<file path="config.mk">
export PLATFORM = sky130hd
export DESIGN_NAME = inj_group_ctrl
export DESIGN_NICKNAME = d
export VERILOG_FILES = /design/src/rtl/inj_pkg.sv /design/src/rtl/inj_regs.sv /design/src/rtl/inj_seq.sv /design/src/rtl/inj_fmt.sv /design/src/rtl/inj_group_ctrl.sv
export SDC_FILE = /design/constraint.sdc
export NUM_CORES = 1
export LEC_CHECK = 0
export BUFFER_PORTS_ARGS = -buffer_cell sky130_fd_sc_hd__buf_2
export CORE_UTILIZATION = 45
export DETAILED_ROUTE_END_ITERATION = 8
export SLEW_MARGIN = 20
export SYNTH_ARGS = -nofsm -noshare
export SYNTH_HDL_FRONTEND = slang
export SYNTH_HIERARCHICAL = 1
export SYNTH_SLANG_ARGS = --single-unit
</file>
<file path="constraint.sdc">
create_clock -name clk -period 5.9 [get_ports clk]
set_input_delay 1.18 -clock clk [delete_from_list [all_inputs] [get_ports clk]]
set_output_delay 1.18 -clock clk [all_outputs]
set_load 0.05 [all_outputs]
</file>
<file path="src/rtl/inj_pkg.sv">
package inj_pkg;
  typedef enum logic [1:0] {ST_IDLE, ST_REQ, ST_WAIT} inj_state_t;

  localparam int ADR_CTRL = 0;
  localparam int ADR_STAT = 1;
  localparam int ADR_SEQ  = 2;
  localparam int ADR_OFS  = 3;
  localparam int ADR_DAT  = 8;

  localparam int CB_AUTO = 0;
  localparam int CB_STEP = 1;
  localparam int CB_IRQ  = 2;
  localparam int CB_LEFT = 3;
  localparam int CB_SW   = 4;
endpackage

</file>
<file path="src/rtl/inj_regs.sv">
module inj_regs
  import inj_pkg::*;
#(
  parameter int CH_W  = 5,
  parameter int SLOTS = 4,
  parameter int RAW_W = 12,
  parameter int OUT_W = 16,
  parameter int AW    = 4,
  parameter int DW    = 32,
  localparam int LW   = $clog2(SLOTS) + 1,
  localparam int IW   = $clog2(SLOTS)
) (
  input  logic                   clk,
  input  logic                   rst_n,
  input  logic                   wr_en,
  input  logic [AW-1:0]          addr,
  input  logic [DW-1:0]          wdata,
  output logic [DW-1:0]          rdata,
  output logic                   auto_mode,
  output logic                   step_mode,
  output logic                   irq_en,
  output logic                   left_just,
  output logic                   sw_start,
  output logic [LW-1:0]          seq_len,
  output logic [SLOTS*CH_W-1:0]  slots,
  output logic [SLOTS*RAW_W-1:0] ofs_flat,
  output logic                   seq_wr,
  output logic                   eoc,
  input  logic                   sw_clr,
  input  logic                   res_we,
  input  logic [IW-1:0]          res_sel,
  input  logic [OUT_W-1:0]       res_val,
  input  logic                   eoc_set
);
  logic [3:0]       mode_q;
  logic [LW-1:0]    new_len;
  logic             wr_ctrl, wr_stat;
  logic [RAW_W-1:0] ofs_q [SLOTS];
  logic [OUT_W-1:0] dat_q [SLOTS];
  logic             unused_wdata;

  assign unused_wdata = ^wdata;
  assign wr_ctrl = wr_en && (addr == AW'(ADR_CTRL));
  assign wr_stat = wr_en && (addr == AW'(ADR_STAT));
  assign new_len = wdata[SLOTS*CH_W +: LW];
  assign seq_wr  = wr_en && (addr == AW'(ADR_SEQ)) &&
                   (new_len != '0) && (new_len <= LW'(SLOTS));

  assign auto_mode = mode_q[CB_AUTO];
  assign step_mode = mode_q[CB_STEP];
  assign irq_en    = mode_q[CB_IRQ];
  assign left_just = mode_q[CB_LEFT];

  always_ff @(posedge clk) begin
    if (!rst_n) begin
      mode_q   <= '0;
      sw_start <= 1'b0;
      eoc      <= 1'b0;
      seq_len  <= LW'(1);
      slots    <= '0;
    end else begin
      if (wr_ctrl) mode_q <= wdata[3:0];
      if (wr_ctrl && wdata[CB_SW]) sw_start <= 1'b1;
      else if (sw_clr)             sw_start <= 1'b0;
      if (eoc_set)                 eoc <= 1'b1;
      else if (wr_stat && wdata[0]) eoc <= 1'b0;
      if (seq_wr) begin
        seq_len <= new_len;
        slots   <= wdata[SLOTS*CH_W-1:0];
      end
    end
  end

  for (genvar k = 0; k < SLOTS; k++) begin : g_slot
    always_ff @(posedge clk) begin
      if (!rst_n) begin
        ofs_q[k] <= '0;
        dat_q[k] <= '0;
      end else begin
        if (wr_en && addr == AW'(ADR_OFS + k)) ofs_q[k] <= wdata[RAW_W-1:0];
        if (res_we && res_sel == IW'(k))      dat_q[k] <= res_val;
      end
    end
    assign ofs_flat[k*RAW_W +: RAW_W] = ofs_q[k];
  end

  always_comb begin
    rdata = '0;
    if (addr == AW'(ADR_CTRL)) rdata = DW'({sw_start, mode_q});
    if (addr == AW'(ADR_STAT)) rdata = DW'(eoc);
    if (addr == AW'(ADR_SEQ))  rdata = DW'({seq_len, slots});
    for (int k = 0; k < SLOTS; k++) begin
      if (addr == AW'(ADR_OFS + k)) rdata = DW'(ofs_q[k]);
      if (addr == AW'(ADR_DAT + k)) rdata = DW'(dat_q[k]);
    end
  end

  AST_LEN_LEGAL: assert property (@(posedge clk) disable iff (!rst_n)
    (seq_len != '0) && (seq_len <= LW'(SLOTS)));
  AST_EOC_HOLD: assert property (@(posedge clk) disable iff (!rst_n)
    eoc && !(wr_stat && wdata[0]) |=> eoc);
endmodule

</file>
<file path="src/rtl/inj_seq.sv">
module inj_seq
  import inj_pkg::*;
#(
  parameter int CH_W  = 5,
  parameter int SLOTS = 4,
  localparam int LW   = $clog2(SLOTS) + 1,
  localparam int IW   = $clog2(SLOTS)
) (
  input  logic                  clk,
  input  logic                  rst_n,
  input  logic                  auto_mode,
  input  logic                  step_mode,
  input  logic                  sw_start,
  input  logic                  ext_trig,
  input  logic                  reg_pass_done,
  input  logic                  reg_busy,
  input  logic [LW-1:0]         seq_len,
  input  logic [SLOTS*CH_W-1:0] slots,
  input  logic                  seq_wr,
  output logic                  conv_req,
  output logic [CH_W-1:0]       conv_ch,
  input  logic                  conv_gnt,
  input  logic                  res_valid,
  output logic                  res_we,
  output logic [IW-1:0]         res_sel,
  output logic                  sw_clr,
  output logic                  eoc_set
);
  inj_state_t      state;
  logic [IW-1:0]   idx;
  logic [LW-1:0]   pos;
  logic            start, last;
  logic [CH_W-1:0] slot_a [SLOTS];

  for (genvar s = 0; s < SLOTS; s++) begin : g_unpack
    assign slot_a[s] = slots[s*CH_W +: CH_W];
  end

  // a group of N sits in the top N slots
  assign pos      = LW'(idx) + (LW'(SLOTS) - seq_len);
  assign conv_ch  = slot_a[pos[IW-1:0]];
  assign last     = (LW'(idx) == seq_len - LW'(1));
  assign start    = (auto_mode ? reg_pass_done : ext_trig) | sw_start;
  assign conv_req = (state == ST_REQ) && !reg_busy;
  assign sw_clr   = conv_req && conv_gnt;
  assign res_we   = (state == ST_WAIT) && res_valid && !seq_wr;
  assign res_sel  = idx;
  assign eoc_set  = res_we && last;

  always_ff @(posedge clk) begin
    if (!rst_n) begin
      state <= ST_IDLE;
      idx   <= '0;
    end else if (seq_wr) begin
      state <= ST_IDLE;
      idx   <= '0;
    end else begin
      unique case (state)
        ST_IDLE: if (start) begin
          state <= ST_REQ;
          if (!step_mode) idx <= '0;
        end
        ST_REQ: if (conv_req && conv_gnt) state <= ST_WAIT;
        ST_WAIT: if (res_valid) begin
          idx   <= last ? '0 : idx + 1'b1;
          state <= (last || step_mode) ? ST_IDLE : ST_REQ;
        end
        default: state <= ST_IDLE;
      endcase
    end
  end

  AST_IDX_IN_GROUP: assert property (@(posedge clk) disable iff (!rst_n)
    LW'(idx) < seq_len);
  AST_REQ_STABLE: assert property (@(posedge clk) disable iff (!rst_n)
    conv_req && !conv_gnt && !seq_wr |=> $stable(conv_ch));
  AST_ONE_OUTSTANDING: assert property (@(posedge clk) disable iff (!rst_n)
    state == ST_WAIT |-> !conv_req);
  AST_AUTO_IGNORES_TRIG: assert property (@(posedge clk) disable iff (!rst_n)
    state == ST_IDLE && auto_mode && !reg_pass_done && !sw_start && !seq_wr
    |=> state == ST_IDLE);
endmodule

</file>
<file path="src/rtl/inj_fmt.sv">
module inj_fmt #(
  parameter int RAW_W = 12,
  parameter int OUT_W = 16,
  localparam int SH   = OUT_W - RAW_W - 1
) (
  input  logic [RAW_W-1:0] raw,
  input  logic [RAW_W-1:0] ofs,
  input  logic             left_just,
  output logic [OUT_W-1:0] val
);
  logic signed [RAW_W:0] diff;

  assign diff = $signed({1'b0, raw}) - $signed({1'b0, ofs});
  assign val  = left_just ? {diff, {SH{1'b0}}}
                          : {{SH{diff[RAW_W]}}, diff};
endmodule

</file>
<file path="src/rtl/inj_group_ctrl.sv">
module inj_group_ctrl
  import inj_pkg::*;
#(
  parameter int CH_W  = 5,
  parameter int SLOTS = 4,
  parameter int RAW_W = 12,
  parameter int OUT_W = 16,
  parameter int AW    = 4,
  parameter int DW    = 32,
  localparam int LW   = $clog2(SLOTS) + 1,
  localparam int IW   = $clog2(SLOTS)
) (
  input  logic             clk,
  input  logic             rst_n,
  input  logic             cfg_wr_en,
  input  logic [AW-1:0]    cfg_addr,
  input  logic [DW-1:0]    cfg_wdata,
  output logic [DW-1:0]    cfg_rdata,
  input  logic             ext_trig,
  input  logic             reg_busy,
  input  logic             reg_pass_done,
  output logic             conv_req,
  output logic [CH_W-1:0]  conv_ch,
  input  logic             conv_gnt,
  input  logic             res_valid,
  input  logic [RAW_W-1:0] res_data,
  output logic             inj_eoc,
  output logic             inj_irq
);
  logic                   auto_mode, step_mode, irq_en, left_just, sw_start;
  logic                   seq_wr, sw_clr, res_we, eoc_set;
  logic [LW-1:0]          seq_len;
  logic [SLOTS*CH_W-1:0]  slots;
  logic [SLOTS*RAW_W-1:0] ofs_flat;
  logic [IW-1:0]          res_sel;
  logic [OUT_W-1:0]       res_val;

  inj_regs #(.CH_W(CH_W), .SLOTS(SLOTS), .RAW_W(RAW_W), .OUT_W(OUT_W),
             .AW(AW), .DW(DW)) u_regs (
    .clk, .rst_n, .wr_en(cfg_wr_en), .addr(cfg_addr), .wdata(cfg_wdata),
    .rdata(cfg_rdata), .auto_mode, .step_mode, .irq_en, .left_just, .sw_start,
    .seq_len, .slots, .ofs_flat, .seq_wr, .eoc(inj_eoc), .sw_clr, .res_we,
    .res_sel, .res_val, .eoc_set);

  inj_seq #(.CH_W(CH_W), .SLOTS(SLOTS)) u_seq (
    .clk, .rst_n, .auto_mode, .step_mode, .sw_start, .ext_trig, .reg_pass_done,
    .reg_busy, .seq_len, .slots, .seq_wr, .conv_req, .conv_ch, .conv_gnt,
    .res_valid, .res_we, .res_sel, .sw_clr, .eoc_set);

  inj_fmt #(.RAW_W(RAW_W), .OUT_W(OUT_W)) u_fmt (
    .raw(res_data), .ofs(ofs_flat[res_sel*RAW_W +: RAW_W]),
    .left_just, .val(res_val));

  assign inj_irq = inj_eoc & irq_en;

  AST_NO_REQ_BUSY: assert property (@(posedge clk) disable iff (!rst_n)
    reg_busy |-> !conv_req);
endmodule

</file>
==> impl_metrics.prom, run 1 <==
# TYPE chip_impl_metric gauge
chip_impl_info{name="ys.flop_type",value="edfxtp_1"} 1
chip_impl_metric{name="achievable-frequency",unit="GHz"} 0.206
chip_impl_metric{name="grt_util_all_layers",unit="%"} 28.0
chip_impl_metric{name="clk_pin_slew_worst_paths",unit="ns"} 0.06
chip_impl_metric{name="areaGrowthSynthToFinish",unit="%"} 12.8
chip_impl_metric{name="wl_per_cell",unit="microns"} 24.0
chip_impl_metric{name="worst_ep_required_time",unit="ns"} 4.72
chip_impl_info{name="outcome",value="completed"} 1
chip_impl_metric{name="report.final.slew_viol_count",unit=""} 0
chip_impl_metric{name="sequential_cell_area",unit="sq mm"} 0.00402
chip_impl_metric{name="cts.path.max_buffers",unit=""} 2
chip_impl_metric{name="drive_above_1_share",unit="%"} 21.0
chip_impl_metric{name="holdPathStages",unit=""} 2
chip_impl_info{name="cts_tree",value="done"} 1
chip_impl_metric{name="antenna_found_initial",unit=""} 2
chip_impl_metric{name="post_synthesis_sequential_area_ratio",unit="%"} 48.4
chip_impl_metric{name="fill_cells",unit=""} 1611
chip_impl_metric{name="route.detailed.vias_per_inst",unit=""} 6.04
chip_impl_metric{name="post-dp-hpwl",unit="microns"} 18200
chip_impl_metric{name="dpl_cell_area",unit="sq mm"} 0.00882
chip_impl_metric{name="netlist.area_leader.share",unit="%"} 40.5
chip_impl_metric{name="final_cell_area",unit="sq mm"} 0.00937
chip_impl_metric{name="placementRows",unit=""} 49
chip_impl_metric{name="multiInputGateArea",unit="sq mm"} 0.00394
chip_impl_metric{name="relSlewSlack",unit="%"} 22.9
chip_impl_metric{name="timing.final.setup_violations",unit=""} 0
chip_impl_metric{name="post_cts_setup_buffer_count",unit=""} 0
chip_impl_metric{name="timing_worst_slew_pin_value",unit="ns"} 1.15
chip_impl_metric{name="vdd.ir_drop.worst",unit="mV"} 0.210
chip_impl_metric{name="first_pass_grt_wire_length",unit="microns"} 37700
chip_impl_metric{name="cts_made_buffers",unit=""} 17
chip_impl_metric{name="yosysWarnings",unit=""} 6
chip_impl_metric{name="finalSetupTns",unit="ns"} 0
chip_impl_metric{name="port_buffers",unit=""} 77
chip_impl_metric{name="finalHoldWorstSlack",unit="ns"} 0.474
chip_impl_metric{name="cts_repair_resize_count",unit=""} 0
chip_impl_info{name="setup_cp_type",value="primary input to output port"} 1
chip_impl_metric{name="layout_min_cycle_time",unit="ns"} 4.84
chip_impl_info{name="critPathLaunchType",value="primary input"} 1
chip_impl_metric{name="globalRouteOverflowTotal",unit=""} 0
chip_impl_metric{name="placedCellCount",unit=""} 1041
chip_impl_metric{name="crit_arrival",unit="ns"} 3.66
chip_impl_info{name="yosysTopAreaCell",value="edfxtp_1"} 1
chip_impl_metric{name="pwr_density_cell",unit="mW/mm^2"} 274
chip_impl_metric{name="ctsHoldBuffers",unit=""} 0
chip_impl_metric{name="fin_total_pwr",unit="mW"} 2.57
chip_impl_metric{name="routed_via_count",unit=""} 6476
chip_impl_metric{name="part_of_the_cycle_the_worst_path_needs",unit="%"} 82.1
chip_impl_metric{name="fp.dieH",unit="microns"} 138
chip_impl_info{name="grt_setup_unrepaired",value="false"} 1
chip_impl_metric{name="cell_area_after_synthesis",unit="sq mm"} 0.00831
chip_impl_metric{name="finish.net_count",unit=""} 902
chip_impl_metric{name="detail-route-antenna-nets",unit=""} 0
chip_impl_info{name="synth_top_cells_by_area",value="edfxtp_1 (40%), and2_1 (9.3%), dfxtp_1 (7.9%)"} 1
chip_impl_metric{name="detailedRoute.firstPassIterationCount",unit=""} 7
chip_impl_metric{name="synth-async-reset-ratio",unit="%"} 0
chip_impl_metric{name="cts.sinks",unit=""} 145
chip_impl_metric{name="synthesis.area_per_instance",unit="sq um"} 10.8
chip_impl_metric{name="die_area",unit="sq mm"} 0.0190
chip_impl_metric{name="grt_start_max_net_pins",unit=""} 28
chip_impl_metric{name="number_of_enable_flip_flop_cells_after_synthesis",unit=""} 112
chip_impl_metric{name="dieWidth",unit="microns"} 138
chip_impl_metric{name="dr.first_iter.drc_count",unit=""} 715
chip_impl_metric{name="non_filler_cells_final",unit=""} 1073
chip_impl_info{name="cts.root.buffer_cell",value="clkbuf_16"} 1
chip_impl_metric{name="reg2regPathDepth",unit=""} 11
chip_impl_metric{name="critical_path_peak_fanout",unit=""} 27
chip_impl_metric{name="clk_latency",unit="ns"} 0.42
chip_impl_info{name="end_kind",value="output port"} 1
chip_impl_metric{name="synth.distinct_cells",unit=""} 76
chip_impl_metric{name="h-tree-depth",unit=""} 4
chip_impl_metric{name="detail_route.wirelength",unit="microns"} 25700
chip_impl_metric{name="gp_congestion",unit=""} 0.982
chip_impl_metric{name="start_util",unit="%"} 46.1
chip_impl_metric{name="synthCells",unit=""} 767
chip_impl_metric{name="pin_count",unit=""} 96
chip_impl_info{name="worst_min_delay_path_class",value="flop to flop"} 1
chip_impl_metric{name="cellLeakagePower",unit="nW"} 3.60
chip_impl_metric{name="post-route-drc-count",unit=""} 0
chip_impl_metric{name="grt_pass1_vias",unit=""} 5982
chip_impl_metric{name="synth-seq-cells",unit=""} 145
chip_impl_metric{name="finalHoldViolations",unit=""} 0
chip_impl_metric{name="final.setup_skew",unit="ns"} 0.00923
chip_impl_metric{name="fp.coreArea",unit="sq mm"} 0.0180
chip_impl_metric{name="cap_violations",unit=""} 0
==> layout make-up <==
class	count	area share, %
clock inverters	12	1.28
inverters	28	1.12
repair buffers	88	4.99
multi-input cells	551	42.0
well taps	229	3.06
diodes	2	0.0534
clock buffers	18	4.58
flip-flops and latches	145	42.9
==> kinds of logic after synthesis <==
kind of cell               share of synthesized area, %
and+or+nand+nor                                    20.1
other                                            0.0451
AOI/OAI and AO/OA                                  14.7
buffers and inverters                              4.83
muxes                                              7.98
xor gates and xnor gates                           1.58
adders and majority gates                          2.35
DFF                                                48.4
==> cell usage in the layout (no fill, tap or decap), types with 5 or more instances in the layout <==
cell	count
a21boi_1	22
a21o_1	7
a21oi_1	34
a221oi_1	7
a22o_1	7
a22oi_1	8
a31oi_1	7
a32oi_1	6
and2_1	123
buf_2	77
buf_4	11
clkbuf_16	17
conb_1	9
dfxtp_1	33
edfxtp_1	112
ha_1	14
inv_1	24
mux2_2	11
mux4_2	17
nand2_1	82
nand2b_1	6
nand3_1	6
nor2_1	37
nor2b_1	12
nor3_1	10
o21ai_0	14
o21ai_1	11
o21ai_2	5
o22ai_1	10
xnor2_1	11
==> Yosys cell counts (7+ instances only) <==
| library cell | count |
|---|---|
| o21ai_0 | 18 |
| a221oi_1 | 7 |
| a31oi_1 | 7 |
| a21boi_1 | 22 |
| nor2b_1 | 12 |
| xnor2_1 | 11 |
| and2_1 | 123 |
| edfxtp_1 | 112 |
| nor2_1 | 38 |
| mux2_2 | 11 |
| clkbuf_1 | 18 |
| nor3_1 | 10 |
| o22ai_1 | 10 |
| ha_1 | 14 |
| buf_2 | 12 |
| a21o_1 | 7 |
| a22o_1 | 7 |
| inv_1 | 24 |
| mux4_2 | 17 |
| nand2_1 | 82 |
| o21ai_1 | 10 |
| dfxtp_1 | 33 |
| buf_4 | 16 |
| a22oi_1 | 8 |
| a21oi_1 | 34 |
==> where the power goes <==
| group | leakage (nW) | total [mW] | switching, mW | internal (mW) |
|---|---|---|---|---|
| logic | 1.96 | 0.386 | 0.261 | 0.125 |
| registers | 1.39 | 1.16 | 0.0243 | 1.14 |
| clock network | 0.256 | 1.02 | 0.409 | 0.611 |
==> critical path, stage by stage <==
cell and delay [ns]:
buf_2 0.43, nor2b_1 0.47, buf_4 0.36, a21oi_1 0.10
o21ai_0 0.43, a32oi_1 0.12, a21oi_1 0.24, buf_2 0.31
==> flip-flops by register name (all words and copies together), names as in the netlist <==
name	count
u_regs/dat_q	64
u_regs/ofs_q	48
u_regs/slots	20
u_regs/mode_q	4
u_regs/seq_len	3
u_seq/res_sel	2
u_seq/state	2
u_regs/eoc	1
u_regs/sw_start	1
==> routing by layer <==
metal	share of wire [%]	vias up	track usage, %
met5	0	-	0
met4	2.5	0	10.3
met3	11	44	6.94
met2	45	369	42.8
met1	42	3162	38.5
li1	-	2901	-
==> metrics by stage <==
step	utilization (%)	worst slack (ns)
global route	52.0	1.06
global placement	48.9	1.26
detailed placement	48.9	1.21
finish	52.0	1.06
floorplan	-	1.55
CTS	52.0	1.22
==> worst paths after layout <==
kind,startpoint,slack [ns],endpoint
worst min-delay path,u_regs/slots[19]$_SDFFE_PN0P_,0.47,u_regs/slots[19]$_SDFFE_PN0P_
worst max register to register,u_seq/res_sel[0]$_SDFFE_PP0P_,2.51,u_regs/dat_q[1][8]$_SDFFCE_PN0P_
worst min register to register,u_regs/slots[19]$_SDFFE_PN0P_,0.47,u_regs/slots[19]$_SDFFE_PN0P_
worst max-delay path,cfg_addr[3],1.06,cfg_rdata[7]
(Power assumes the default switching activity.)
==> inputs of run 2 (changes only) <==
==> constraint.sdc (replaced) <==
create_clock -name clk -period 5.06 [get_ports clk]
set_input_delay 1.012 -clock clk [delete_from_list [all_inputs] [get_ports clk]]
set_output_delay 1.012 -clock clk [all_outputs]
set_load 0.05 [all_outputs]
==> run 2 against run 1 <==
  * Non-clock buffer count is 8 higher
  * Critical path depth stayed put
  * Global-route usage is 0.31 points lower
  * First-iteration DRC count is 0.70% lower
  * Cell area is 1.2% higher
  * Hold slack better by 0.0070 ns
  * Largest power group unchanged
==> impl_metrics.prom, run 2 (synthesis gave the netlist of run 1 again) <==
# TYPE chip_impl_metric gauge
chip_impl_metric{name="drive_above_1_share",unit="%"} 22.2
chip_impl_metric{name="grt_pass1_vias",unit=""} 6046
chip_impl_metric{name="start_util",unit="%"} 46.1
chip_impl_metric{name="vdd.ir_drop.worst",unit="mV"} 0.224
chip_impl_metric{name="net-switching-power",unit="mW"} 0.846
chip_impl_metric{name="clk_latency",unit="ns"} 0.43
chip_impl_info{name="cts.root.buffer_cell",value="clkbuf_16"} 1
chip_impl_metric{name="finalSetupTns",unit="ns"} 0
chip_impl_info{name="grt_setup_unrepaired",value="false"} 1
chip_impl_info{name="most_common_library_cell_in_the_layout_ignoring_fill_and_taps",value="and2_1"} 1
chip_impl_metric{name="post-route-drc-count",unit=""} 0
chip_impl_info{name="worstPathCellList",value="buf_2 -> nor2b_1 -> buf_4 -> a21oi_1 -> o21ai_0 -> a32oi_1 -> a21oi_1 -> buf_2"} 1
chip_impl_metric{name="detail-route-antenna-nets",unit=""} 0
chip_impl_metric{name="port_buffers",unit=""} 77
chip_impl_metric{name="worst_ep_required_time",unit="ns"} 4.05
chip_impl_metric{name="crit_arrival",unit="ns"} 3.25
chip_impl_metric{name="power.switching_fraction",unit="%"} 27.3
chip_impl_info{name="critPathLaunchType",value="primary input"} 1
chip_impl_metric{name="routed_via_count",unit=""} 6510
chip_impl_metric{name="power_frac_comb",unit="%"} 14.3
chip_impl_metric{name="cts_repair_resize_count",unit=""} 0
chip_impl_info{name="commonest_non_fill_non_tap_cells_in_the_layout",value="and2_1 (123), edfxtp_1 (112), nand2_1 (82)"} 1
chip_impl_metric{name="timing_worst_slew_pin_value",unit="ns"} 1.08
chip_impl_metric{name="antenna_found_initial",unit=""} 0
chip_impl_metric{name="grt_util_all_layers",unit="%"} 27.7
chip_impl_metric{name="non_filler_cells_final",unit=""} 1081
chip_impl_metric{name="achievable-frequency",unit="GHz"} 0.235
chip_impl_metric{name="globalRouteOverflowTotal",unit=""} 0
chip_impl_info{name="setup_cp_type",value="primary input to output port"} 1
chip_impl_metric{name="finish.net_count",unit=""} 910
chip_impl_info{name="layout_top_registers",value="u_regs/dat_q: 64 flops, u_regs/ofs_q: 48 flops, u_regs/slots: 20 flops"} 1
chip_impl_metric{name="largest_register_ff_count",unit=""} 64
chip_impl_info{name="largest-register",value="u_regs/dat_q"} 1
chip_impl_metric{name="cts.sinks",unit=""} 145
chip_impl_metric{name="cap_violations",unit=""} 0
chip_impl_metric{name="internal_power",unit="mW"} 2.26
chip_impl_metric{name="layout_min_cycle_time",unit="ns"} 4.26
chip_impl_metric{name="placedCellCount",unit=""} 1049
chip_impl_metric{name="detailedRoute.firstPassIterationCount",unit=""} 5
chip_impl_metric{name="first_pass_grt_wire_length",unit="microns"} 37400
chip_impl_metric{name="finalHoldViolations",unit=""} 0
chip_impl_info{name="cts_tree",value="done"} 1
chip_impl_metric{name="cts.path.max_buffers",unit=""} 2
chip_impl_metric{name="placementRows",unit=""} 49
chip_impl_info{name="critical_path.slowest_cell",value="buf_2"} 1
chip_impl_metric{name="worst_path_largest_cell_delay",unit="ns"} 0.43
chip_impl_metric{name="timing.final.setup_violations",unit=""} 0
chip_impl_metric{name="route.detailed.vias_per_inst",unit=""} 6.02
chip_impl_metric{name="cts_made_buffers",unit=""} 17
chip_impl_info{name="worst_min_delay_path_class",value="flop to flop"} 1
chip_impl_metric{name="insertedDiodeCount",unit=""} 0
chip_impl_metric{name="fill_cells",unit=""} 1637
chip_impl_metric{name="gp_congestion",unit=""} 1.00
chip_impl_info{name="end_kind",value="output port"} 1
chip_impl_metric{name="report.final.slew_viol_count",unit=""} 0
chip_impl_metric{name="fp.coreArea",unit="sq mm"} 0.0180
chip_impl_metric{name="areaGrowthSynthToFinish",unit="%"} 14.1
chip_impl_metric{name="relSlewSlack",unit="%"} 28.0
chip_impl_metric{name="clock_power_share",unit="%"} 42.0
chip_impl_metric{name="cellLeakagePower",unit="nW"} 3.68
chip_impl_metric{name="ctsHoldBuffers",unit=""} 0
chip_impl_metric{name="critical_path_peak_fanout",unit=""} 27
chip_impl_metric{name="die_area",unit="sq mm"} 0.0190
chip_impl_metric{name="post-dp-hpwl",unit="microns"} 18100
chip_impl_metric{name="part_of_the_cycle_the_worst_path_needs",unit="%"} 84.3
chip_impl_metric{name="wl_per_cell",unit="microns"} 23.4
chip_impl_metric{name="final.setup_skew",unit="ns"} 0.00852
chip_impl_metric{name="p_seq_share",unit="%"} 43.7
chip_impl_metric{name="grt_start_max_net_pins",unit=""} 43
chip_impl_metric{name="dieWidth",unit="microns"} 138
chip_impl_metric{name="dr.first_iter.drc_count",unit=""} 710
chip_impl_metric{name="fin_total_pwr",unit="mW"} 3.10
chip_impl_metric{name="fp.dieH",unit="microns"} 138
chip_impl_metric{name="h-tree-depth",unit=""} 4
chip_impl_metric{name="finalHoldWorstSlack",unit="ns"} 0.481
chip_impl_metric{name="pwr_density_cell",unit="mW/mm^2"} 327
chip_impl_metric{name="clk_pin_slew_worst_paths",unit="ns"} 0.06
chip_impl_metric{name="detail_route.wirelength",unit="microns"} 25300
chip_impl_info{name="outcome",value="completed"} 1
chip_impl_metric{name="pin_count",unit=""} 96
chip_impl_metric{name="post_cts_setup_buffer_count",unit=""} 0
## run 2: changes by cell type in the layout (fill, tap and decap cells not counted), sizes merged
cell      change
buf           +8
clkinvlp      -2
inv           +5
clkinv        -2
bufinv        +1
diode         -2
## run 2: path summary, 6_finish.rpt
path,slack (ns),cells after the start,end,from
max,0.80,8,cfg_rdata[6],cfg_addr[3]
min,0.48,2,u_regs/slots[15]$_SDFFE_PN0P_,u_regs/slots[15]$_SDFFE_PN0P_
max reg2reg,1.27,10,u_regs/dat_q[2][11]$_SDFFCE_PN0P_,u_seq/res_sel[0]$_SDFFE_PP0P_
min reg2reg,0.48,2,u_regs/slots[15]$_SDFFE_PN0P_,u_regs/slots[15]$_SDFFE_PN0P_
## run 2: cell type report
type	instances	area (sq um)	area share (%)
clock buffer	18	429	4.52
clock inverter	14	179	1.89
inverter	28	105	1.11
multi-input combinational	551	3930	41.5
sequential	145	4020	42.4
tap	229	287	3.02
timing repair buffer	96	528	5.57
## run 2: per-layer routing
metal	vias up	GRT usage (%)	part of all wire [%]
met5	-	0	0
met4	0	10.3	2.4
met3	41	5.77	9.7
met2	381	43.1	46
met1	3170	38.1	42
li1	2918	-	-
## run 2: power groups by stage
stage          logic [mW]  clock network, mW  registers, mW
2_1_floorplan       0.313                  0           1.37
3_3_place_gp        0.429                  0           1.38
3_5_place_dp        0.436                  0           1.38
4_1_cts             0.438               1.32           1.35
5_1_grt             0.474               1.37           1.36
6_report            0.442               1.30           1.36
## run 2: critical path: cells and delay by family
kind | cells | cell delay (ns)
and+or+nand+nor | 1 | 0.42
AOI/OAI and AO/OA | 4 | 0.75
buffers and inverters | 3 | 1.06
## run 2: through the flow
stage | setup slack (ns) | area (sq um) | util, %
finish | 0.797 | 9490 | 52.6
global route | 0.648 | 9490 | 52.6
CTS | 0.916 | 9490 | 52.6
detailed placement | 0.919 | 8880 | 49.3
global placement | 0.916 | 8880 | 49.3
floorplan | 1.05 | 8340 | -
